**config.mk**
```make
export PLATFORM = sky130hd
export DESIGN_NAME = mux_bus_strobe
export DESIGN_NICKNAME = d
export VERILOG_FILES = /design/src/rtl/mux_bus_pkg.sv /design/src/rtl/strobe_timer.sv /design/src/rtl/cycle_fsm.sv /design/src/rtl/port_driver.sv /design/src/rtl/mux_bus_strobe.sv
export SDC_FILE = /design/constraint.sdc
export NUM_CORES = 1
export LEC_CHECK = 0
export BUFFER_PORTS_ARGS = -buffer_cell sky130_fd_sc_hd__buf_2
export CORE_ASPECT_RATIO = 1.4
export CORE_MARGIN = 3
export CORE_UTILIZATION = 25
export CTS_CLUSTER_DIAMETER = 50
export DETAILED_ROUTE_END_ITERATION = 8
export GPL_TIMING_DRIVEN = 0
export PLACE_DENSITY = 0.47
export SLEW_MARGIN = 20
export SYNTH_ARGS = -nofsm -noshare
export SYNTH_HDL_FRONTEND = slang
export SYNTH_SLANG_ARGS = --single-unit
```
**constraint.sdc**
```tcl
create_clock -name clk -period 5.5 [get_ports clk]
set_input_delay 1.1 -clock clk [delete_from_list [all_inputs] [get_ports clk]]
set_output_delay 1.1 -clock clk [all_outputs]
set_load 0.03 [all_outputs]
```
**src/rtl/mux_bus_pkg.sv**
```systemverilog
package mux_bus_pkg;

    // One bus cycle spans four oscillator periods.
    typedef enum logic [1:0] {
        PH_T0 = 2'd0,
        PH_T1 = 2'd1,
        PH_T2 = 2'd2,
        PH_T3 = 2'd3
    } phase_t;

    typedef enum logic [1:0] {
        CYC_IDLE  = 2'd0,
        CYC_READ  = 2'd1,
        CYC_WRITE = 2'd2
    } cyc_t;

endpackage

```
**src/rtl/strobe_timer.sv**
```systemverilog
module strobe_timer
    import mux_bus_pkg::*;
(
    input  logic   clk,
    input  logic   rst_n,
    input  logic   ale_off,
    input  logic   busy,
    output phase_t phase,
    output logic   addr_window,
    output logic   ale_o
);

    phase_t phase_nxt;
    logic   half_late;   // set on the falling edge inside T1

    always_comb begin
        unique case (phase)
            PH_T0:   phase_nxt = PH_T1;
            PH_T1:   phase_nxt = PH_T2;
            PH_T2:   phase_nxt = PH_T3;
            PH_T3:   phase_nxt = PH_T0;
            default: phase_nxt = PH_T0;
        endcase
    end

    // Reset to T3 so the first edge after reset opens a cycle.
    always_ff @(posedge clk or negedge rst_n) begin
        if (!rst_n) begin
            phase <= PH_T3;
        end else begin
            phase <= phase_nxt;
        end
    end

    always_ff @(negedge clk or negedge rst_n) begin
        if (!rst_n) begin
            half_late <= 1'b0;
        end else begin
            half_late <= (phase == PH_T1);
        end
    end

    // High for T0 and the first half of T1: 1.5 periods.
    assign addr_window = (phase == PH_T0) || ((phase == PH_T1) && !half_late);

    always_comb begin
        if (!rst_n) begin
            ale_o = 1'b1;
        end else if (ale_off && !busy) begin
            ale_o = 1'b1;
        end else begin
            ale_o = addr_window;
        end
    end

    AST_ALE_HIGH_T0: assert property (@(posedge clk) disable iff (!rst_n)
        (phase == PH_T0) |-> ale_o);

    AST_ALE_LOW_T2: assert property (@(posedge clk) disable iff (!rst_n)
        (busy && phase == PH_T2) |-> !ale_o);

    AST_IDLE_SUPPRESS: assert property (@(posedge clk) disable iff (!rst_n)
        (ale_off && !busy) |-> ale_o);

endmodule

```
**src/rtl/cycle_fsm.sv**
```systemverilog
module cycle_fsm
    import mux_bus_pkg::*;
#(
    parameter int DATA_W = 8
) (
    input  logic              clk,
    input  logic              rst_n,
    input  phase_t            phase,
    input  logic              req_valid,
    input  logic              req_wr,
    input  logic [DATA_W-1:0] req_addr,
    input  logic [DATA_W-1:0] req_wdata,
    output cyc_t              cyc,
    output logic [DATA_W-1:0] addr_q,
    output logic [DATA_W-1:0] wdata_q,
    output logic              ready,
    output logic              busy
);

    cyc_t cyc_nxt;
    cyc_t req_kind;

    assign req_kind = req_wr ? CYC_WRITE : CYC_READ;
    assign ready    = (phase == PH_T3);

    always_comb begin
        cyc_nxt = cyc;
        if (phase == PH_T3) begin
            unique case (cyc)
                CYC_IDLE:  cyc_nxt = req_valid ? req_kind : CYC_IDLE;
                CYC_READ:  cyc_nxt = req_valid ? req_kind : CYC_IDLE;
                CYC_WRITE: cyc_nxt = req_valid ? req_kind : CYC_IDLE;
                default:   cyc_nxt = CYC_IDLE;
            endcase
        end
    end

    always_ff @(posedge clk or negedge rst_n) begin
        if (!rst_n) begin
            cyc <= CYC_IDLE;
        end else begin
            cyc <= cyc_nxt;
        end
    end

    always_ff @(posedge clk or negedge rst_n) begin
        if (!rst_n) begin
            addr_q  <= '0;
            wdata_q <= '0;
        end else if (phase == PH_T3 && req_valid) begin
            addr_q  <= req_addr;
            wdata_q <= req_wdata;
        end
    end

    assign busy = (cyc != CYC_IDLE);

    AST_BUSY_AT_BOUNDARY: assert property (@(posedge clk) disable iff (!rst_n)
        $rose(busy) |-> ($past(phase) == PH_T3));

    AST_CYC_HOLD: assert property (@(posedge clk) disable iff (!rst_n)
        ($past(phase) != PH_T3) |-> $stable(cyc));

endmodule

```
**src/rtl/port_driver.sv**
```systemverilog
module port_driver
    import mux_bus_pkg::*;
#(
    parameter int DATA_W = 8
) (
    input  logic              clk,
    input  logic              rst_n,
    input  phase_t            phase,
    input  logic              addr_window,
    input  cyc_t              cyc,
    input  logic [DATA_W-1:0] addr_q,
    input  logic [DATA_W-1:0] wdata_q,
    input  logic [DATA_W-1:0] io_latch,
    input  logic [DATA_W-1:0] port_in,
    output logic [DATA_W-1:0] port_out,
    output logic [DATA_W-1:0] port_oe,
    output logic [DATA_W-1:0] rd_data,
    output logic              rd_valid
);

    localparam logic [DATA_W-1:0] ALL_ON  = {DATA_W{1'b1}};
    localparam logic [DATA_W-1:0] ALL_OFF = {DATA_W{1'b0}};

    logic capture;

    always_comb begin
        port_out = ALL_OFF;
        port_oe  = ALL_OFF;
        if (rst_n) begin
            unique case (cyc)
                CYC_IDLE: begin
                    // Open-drain: drive low only where the latch holds 0.
                    port_out = ALL_OFF;
                    port_oe  = ~io_latch;
                end
                CYC_READ: begin
                    port_out = addr_window ? addr_q : ALL_OFF;
                    port_oe  = addr_window ? ALL_ON : ALL_OFF;
                end
                CYC_WRITE: begin
                    port_out = addr_window ? addr_q : wdata_q;
                    port_oe  = ALL_ON;
                end
                default: begin
                    port_out = ALL_OFF;
                    port_oe  = ALL_OFF;
                end
            endcase
        end
    end

    assign capture = (phase == PH_T3) && (cyc == CYC_READ);

    always_ff @(posedge clk or negedge rst_n) begin
        if (!rst_n) begin
            rd_data  <= '0;
            rd_valid <= 1'b0;
        end else begin
            rd_valid <= capture;
            if (capture) begin
                rd_data <= port_in;
            end
        end
    end

    AST_ADDR_IN_T0: assert property (@(posedge clk) disable iff (!rst_n)
        (cyc != CYC_IDLE && phase == PH_T0) |-> (port_out == addr_q && port_oe == ALL_ON));

    AST_WR_DATA_T2: assert property (@(posedge clk) disable iff (!rst_n)
        (cyc == CYC_WRITE && phase == PH_T2) |-> (port_out == wdata_q && port_oe == ALL_ON));

    AST_RD_RELEASED: assert property (@(posedge clk) disable iff (!rst_n)
        (cyc == CYC_READ && (phase == PH_T2 || phase == PH_T3)) |-> (port_oe == ALL_OFF));

    AST_RDV_AFTER_READ: assert property (@(posedge clk) disable iff (!rst_n)
        rd_valid |-> ($past(cyc) == CYC_READ && $past(phase) == PH_T3));

endmodule

```
**src/rtl/mux_bus_strobe.sv**
```systemverilog
module mux_bus_strobe
    import mux_bus_pkg::*;
#(
    parameter int DATA_W = 8
) (
    input  logic              clk,
    input  logic              rst_n,
    input  logic              ale_off,
    input  logic [DATA_W-1:0] io_latch,
    input  logic              req_valid,
    input  logic              req_wr,
    input  logic [DATA_W-1:0] req_addr,
    input  logic [DATA_W-1:0] req_wdata,
    output logic              req_ready,
    output logic              busy,
    output logic              ale,
    output logic [DATA_W-1:0] port_out,
    output logic [DATA_W-1:0] port_oe,
    input  logic [DATA_W-1:0] port_in,
    output logic [DATA_W-1:0] rd_data,
    output logic              rd_valid
);

    phase_t            phase;
    logic              addr_window;
    cyc_t              cyc;
    logic [DATA_W-1:0] addr_q;
    logic [DATA_W-1:0] wdata_q;

    strobe_timer u_timer (
        .clk         (clk),
        .rst_n       (rst_n),
        .ale_off     (ale_off),
        .busy        (busy),
        .phase       (phase),
        .addr_window (addr_window),
        .ale_o       (ale)
    );

    cycle_fsm #(.DATA_W(DATA_W)) u_fsm (
        .clk       (clk),
        .rst_n     (rst_n),
        .phase     (phase),
        .req_valid (req_valid),
        .req_wr    (req_wr),
        .req_addr  (req_addr),
        .req_wdata (req_wdata),
        .cyc       (cyc),
        .addr_q    (addr_q),
        .wdata_q   (wdata_q),
        .ready     (req_ready),
        .busy      (busy)
    );

    port_driver #(.DATA_W(DATA_W)) u_port (
        .clk         (clk),
        .rst_n       (rst_n),
        .phase       (phase),
        .addr_window (addr_window),
        .cyc         (cyc),
        .addr_q      (addr_q),
        .wdata_q     (wdata_q),
        .io_latch    (io_latch),
        .port_in     (port_in),
        .port_out    (port_out),
        .port_oe     (port_oe),
        .rd_data     (rd_data),
        .rd_valid    (rd_valid)
    );

endmodule

```
==> metrics.md <==
| Metric | Value |
|---|---|
| Worst r2r dst | u_timer.half_late |
| Status | finished with violations |
| Flop-to-flop setup slack | 1.79 ns |
| # hold bufs at CTS | 0 |
| RSZ-0062 raised after global routing | true |
| Final net count | 248 |
| Tot Pwr | 558 uW |
| Min-Delay Endpoint | u_port.rd_data[0] |
| Final Hold Fails | 0 |
| Synthesized area per cell | 12.1 um2 |
| Die Area | 7320 um2 |
| Failing checks | negative setup slack |
| Hold WC Path Type | reg -> reg |
| Post-synth cell types | 25 |
| Slew @ Worst Pin | 0.718 ns |
| Area grow syn2layout | 36.8% |
| MaxCap Viol Count | 0 |
| Ant. Diodes | 0 |
| Number of global-route vias before repair | 1,375 |
| Starting Density | 26.4% |
| Final Routed Wirelength | 3800 um |
| Post-DRT Antenna Nets | 0 |
| Post-Syn Area | 1580 um2 |
| Data arrival, critical path | 4.48 ns |
| Crit path largest cell delay | 0.43 ns |
| Dpl ws | 0.167 ns |
| Ranking of synthesized cells by area | dfrtp_1 (43%), mux2_2 (17%), ha_1 (7.1%), nand2b_1 (4.4%), a221oi_1 (3.9%) |
| Worst setup startpoint | u_timer.half_late |
| Relative slew slack | 52.2% |
| Gpl congestion | 0.683 |
| First-pass GRT wire length | 6400 um |
| Post-CTS Setup Inserts | 0 |
| Commonest non-fill, non-tap cells in the layout | buf_2 (53), dfrtp_1 (27), mux2_2 (24), buf_4 (12), nand2b_1 (11) |
| DR pass1 iterations | 4 |
| DP Wirelength | 2860 um |
| Setup Skew | 0.0104 ns |
| Setup ws final | -0.0833 ns |
| Die height | 100 um |
| CTS tree | built |
| Initial antenna violation count | 0 |
| Crit-path cells | nor2b_4, buf_6, or3b_1, a221oi_2, buf_4 |
| # H-tree levels | 2 |
| CP Capture Type | output pin |
| Synth top area share | 42.8% |
| Synthesized instance count | 131 |
| Most common cell after layout, fill and taps aside | buf_2 |
| Clk root buf | clkbuf_8 |
| Critical path fanouts, max | 10 |
| # IOs | 65 |
| Row count | 33 |
| GRT Overall Usage | 11.5% |
| Synthesis-stage register bit count | 30 |
| Sequential cell area fraction in the yosys report | 47.7% |
| Clk Latency, worst-skew pair | 0.29 ns |
| Fin. max-slew vios | 0 |
| Element type at the critical path start | register |
| Setup Crit Path Kind | reg -> out |
| Clk sink count | 30 |
| Aggregate global routing overflow | 0 |
| Area leader, netlist | dfrtp_1 |
| Worst Min Path Start | u_port.rd_data[0] |
| Met1 wire length | 1550 um |
| Share of layout cells above drive strength 1 | 57.1% |
| Post-CTS Resized | 10 |
| PD cells | 259 nW/um2 |
| Final setup viols | 6 |
| # DRC | 0 |
| Leakage power | 0.00102 uW |
| Routed length per placed instance | 13.9 um |
| Slowest CP cell | dfrtn_1 |
| Hold path depth | 1 |
| Synth Warn # | 0 |
| Pin count of the biggest net entering global routing | 34 |
| CTS clk-pin slew, worst paths | 0.06 ns |
| Core Footprint | 5990 um2 |
| DR iter-0 viols | 7 |
| Vias per cell | 4.65 |
| Vias after detailed routing | 1,270 |
| Worst IR drop on VDD | 0.174 mV |
| RR Startpoint | u_timer.phase[1] |
| Port-buffer cells | 64 |
| Syn Nets | 177 |
| CP Data Required Time | 4.40 ns |
| Top layer in use | met4 |
| Wire length on met3 | 308 um |
| Die X | 73.2 um |
| Num CTS Buffers | 5 |
| Deepest clock path buffer count | 2 |
| Reg2reg path depth | 2 |
| Met2 wire len | 1860 um |
Yosys cell counts:
master    number
o22ai_1        2
dfrtn_1        1
a221oi_1       7
nand2b_1      11
nand2_1        4
nor2_1         1
buf_1          1
nand3_1        1
or3b_1         4
or3b_2         4
mux2_2        24
nand2_2        1
clkbuf_1       1
dfrtp_1       27
nor2b_4        1
a31oi_1        8
a221oi_2       1
o21ai_2        1
inv_1          7
buf_6          2
buf_2          2
o21ai_0        8
ha_1           9
or2_2          1
dfstp_2        2
critical path: cells and delay by family, from the launching register on:
kind | cells | cell delay [ns]
compound gates | 1 | 0.23
simple gates | 2 | 0.44
flops | 1 | 0.43
buf+inv | 2 | 0.34
state kept, by name, indices dropped and copies added (netlist names):
signal / count
u_timer.half_late: 1
u_port.rd_data: 8
u_timer.phase: 2
u_fsm.addr_q: 8
u_port.rd_valid: 1
u_fsm.wdata_q: 8
u_fsm.cyc: 2
worst max-delay path by stage:
stage | to | cells after the start
floorplan | port_out[2] | 3
global placement | port_out[5] | 5
detailed placement | port_out[6] | 5
CTS | port_out[6] | 5
global route | port_out[6] | 5
finish | port_out[6] | 5
kinds of logic after synthesis:
logic type               after synthesis  synth area share (%)
AO/OA/AOI/OAI                         27                  11.9
adder cells (fa/ha/maj)                9                  7.13
buffers and inverters                 13                  4.20
flip-flops                            30                  47.7
multiplexers                          24                  17.1
AND/OR/NAND/NOR                       28                  12.0
metal layers:
layer  track usage [%]  up-vias
met3              3.11        6
li1                  -      620
met4              5.54        0
met2              19.1       48
met5                 0        -
met1              13.3      596
power by group:
part | total, uW | switching (uW) | internal, uW
registers | 255 | 11.3 | 244
logic | 123 | 72.7 | 50.0
clock network | 180 | 79.6 | 101
total | 558 | 164 | 395
per-stage QoR:
step | util [%] | std cells | instance area [um2] | hold slack (ns) | TNS [ns]
5_1_grt | 36.1 | 273 | 2160 | 0.513 | -1.15
4_1_cts | 35.6 | 273 | 2130 | 0.504 | -0.393
6_report | 36.1 | 273 | 2160 | 0.500 | -0.282
2_1_floorplan | - | 131 | 1600 | 0.469 | 0
3_3_place_gp | 33.6 | 265 | 2010 | 0.485 | 0
3_5_place_dp | 33.6 | 265 | 2010 | 0.488 | 0
layout make-up:
cell class                      count  area [um2]
Timing Repair Buffer               64         350
Clock inverter                      1        5.00
Inverter                            7        26.3
Clock buffer                        7        86.3
Buffer                              6        46.3
Sequential cell                    30         753
Multi-Input combinational cell     88         805
Fill cell                         599        3830
Tap cell                           70        87.6
No activity file was read; power rests on OpenSTA's default activity.
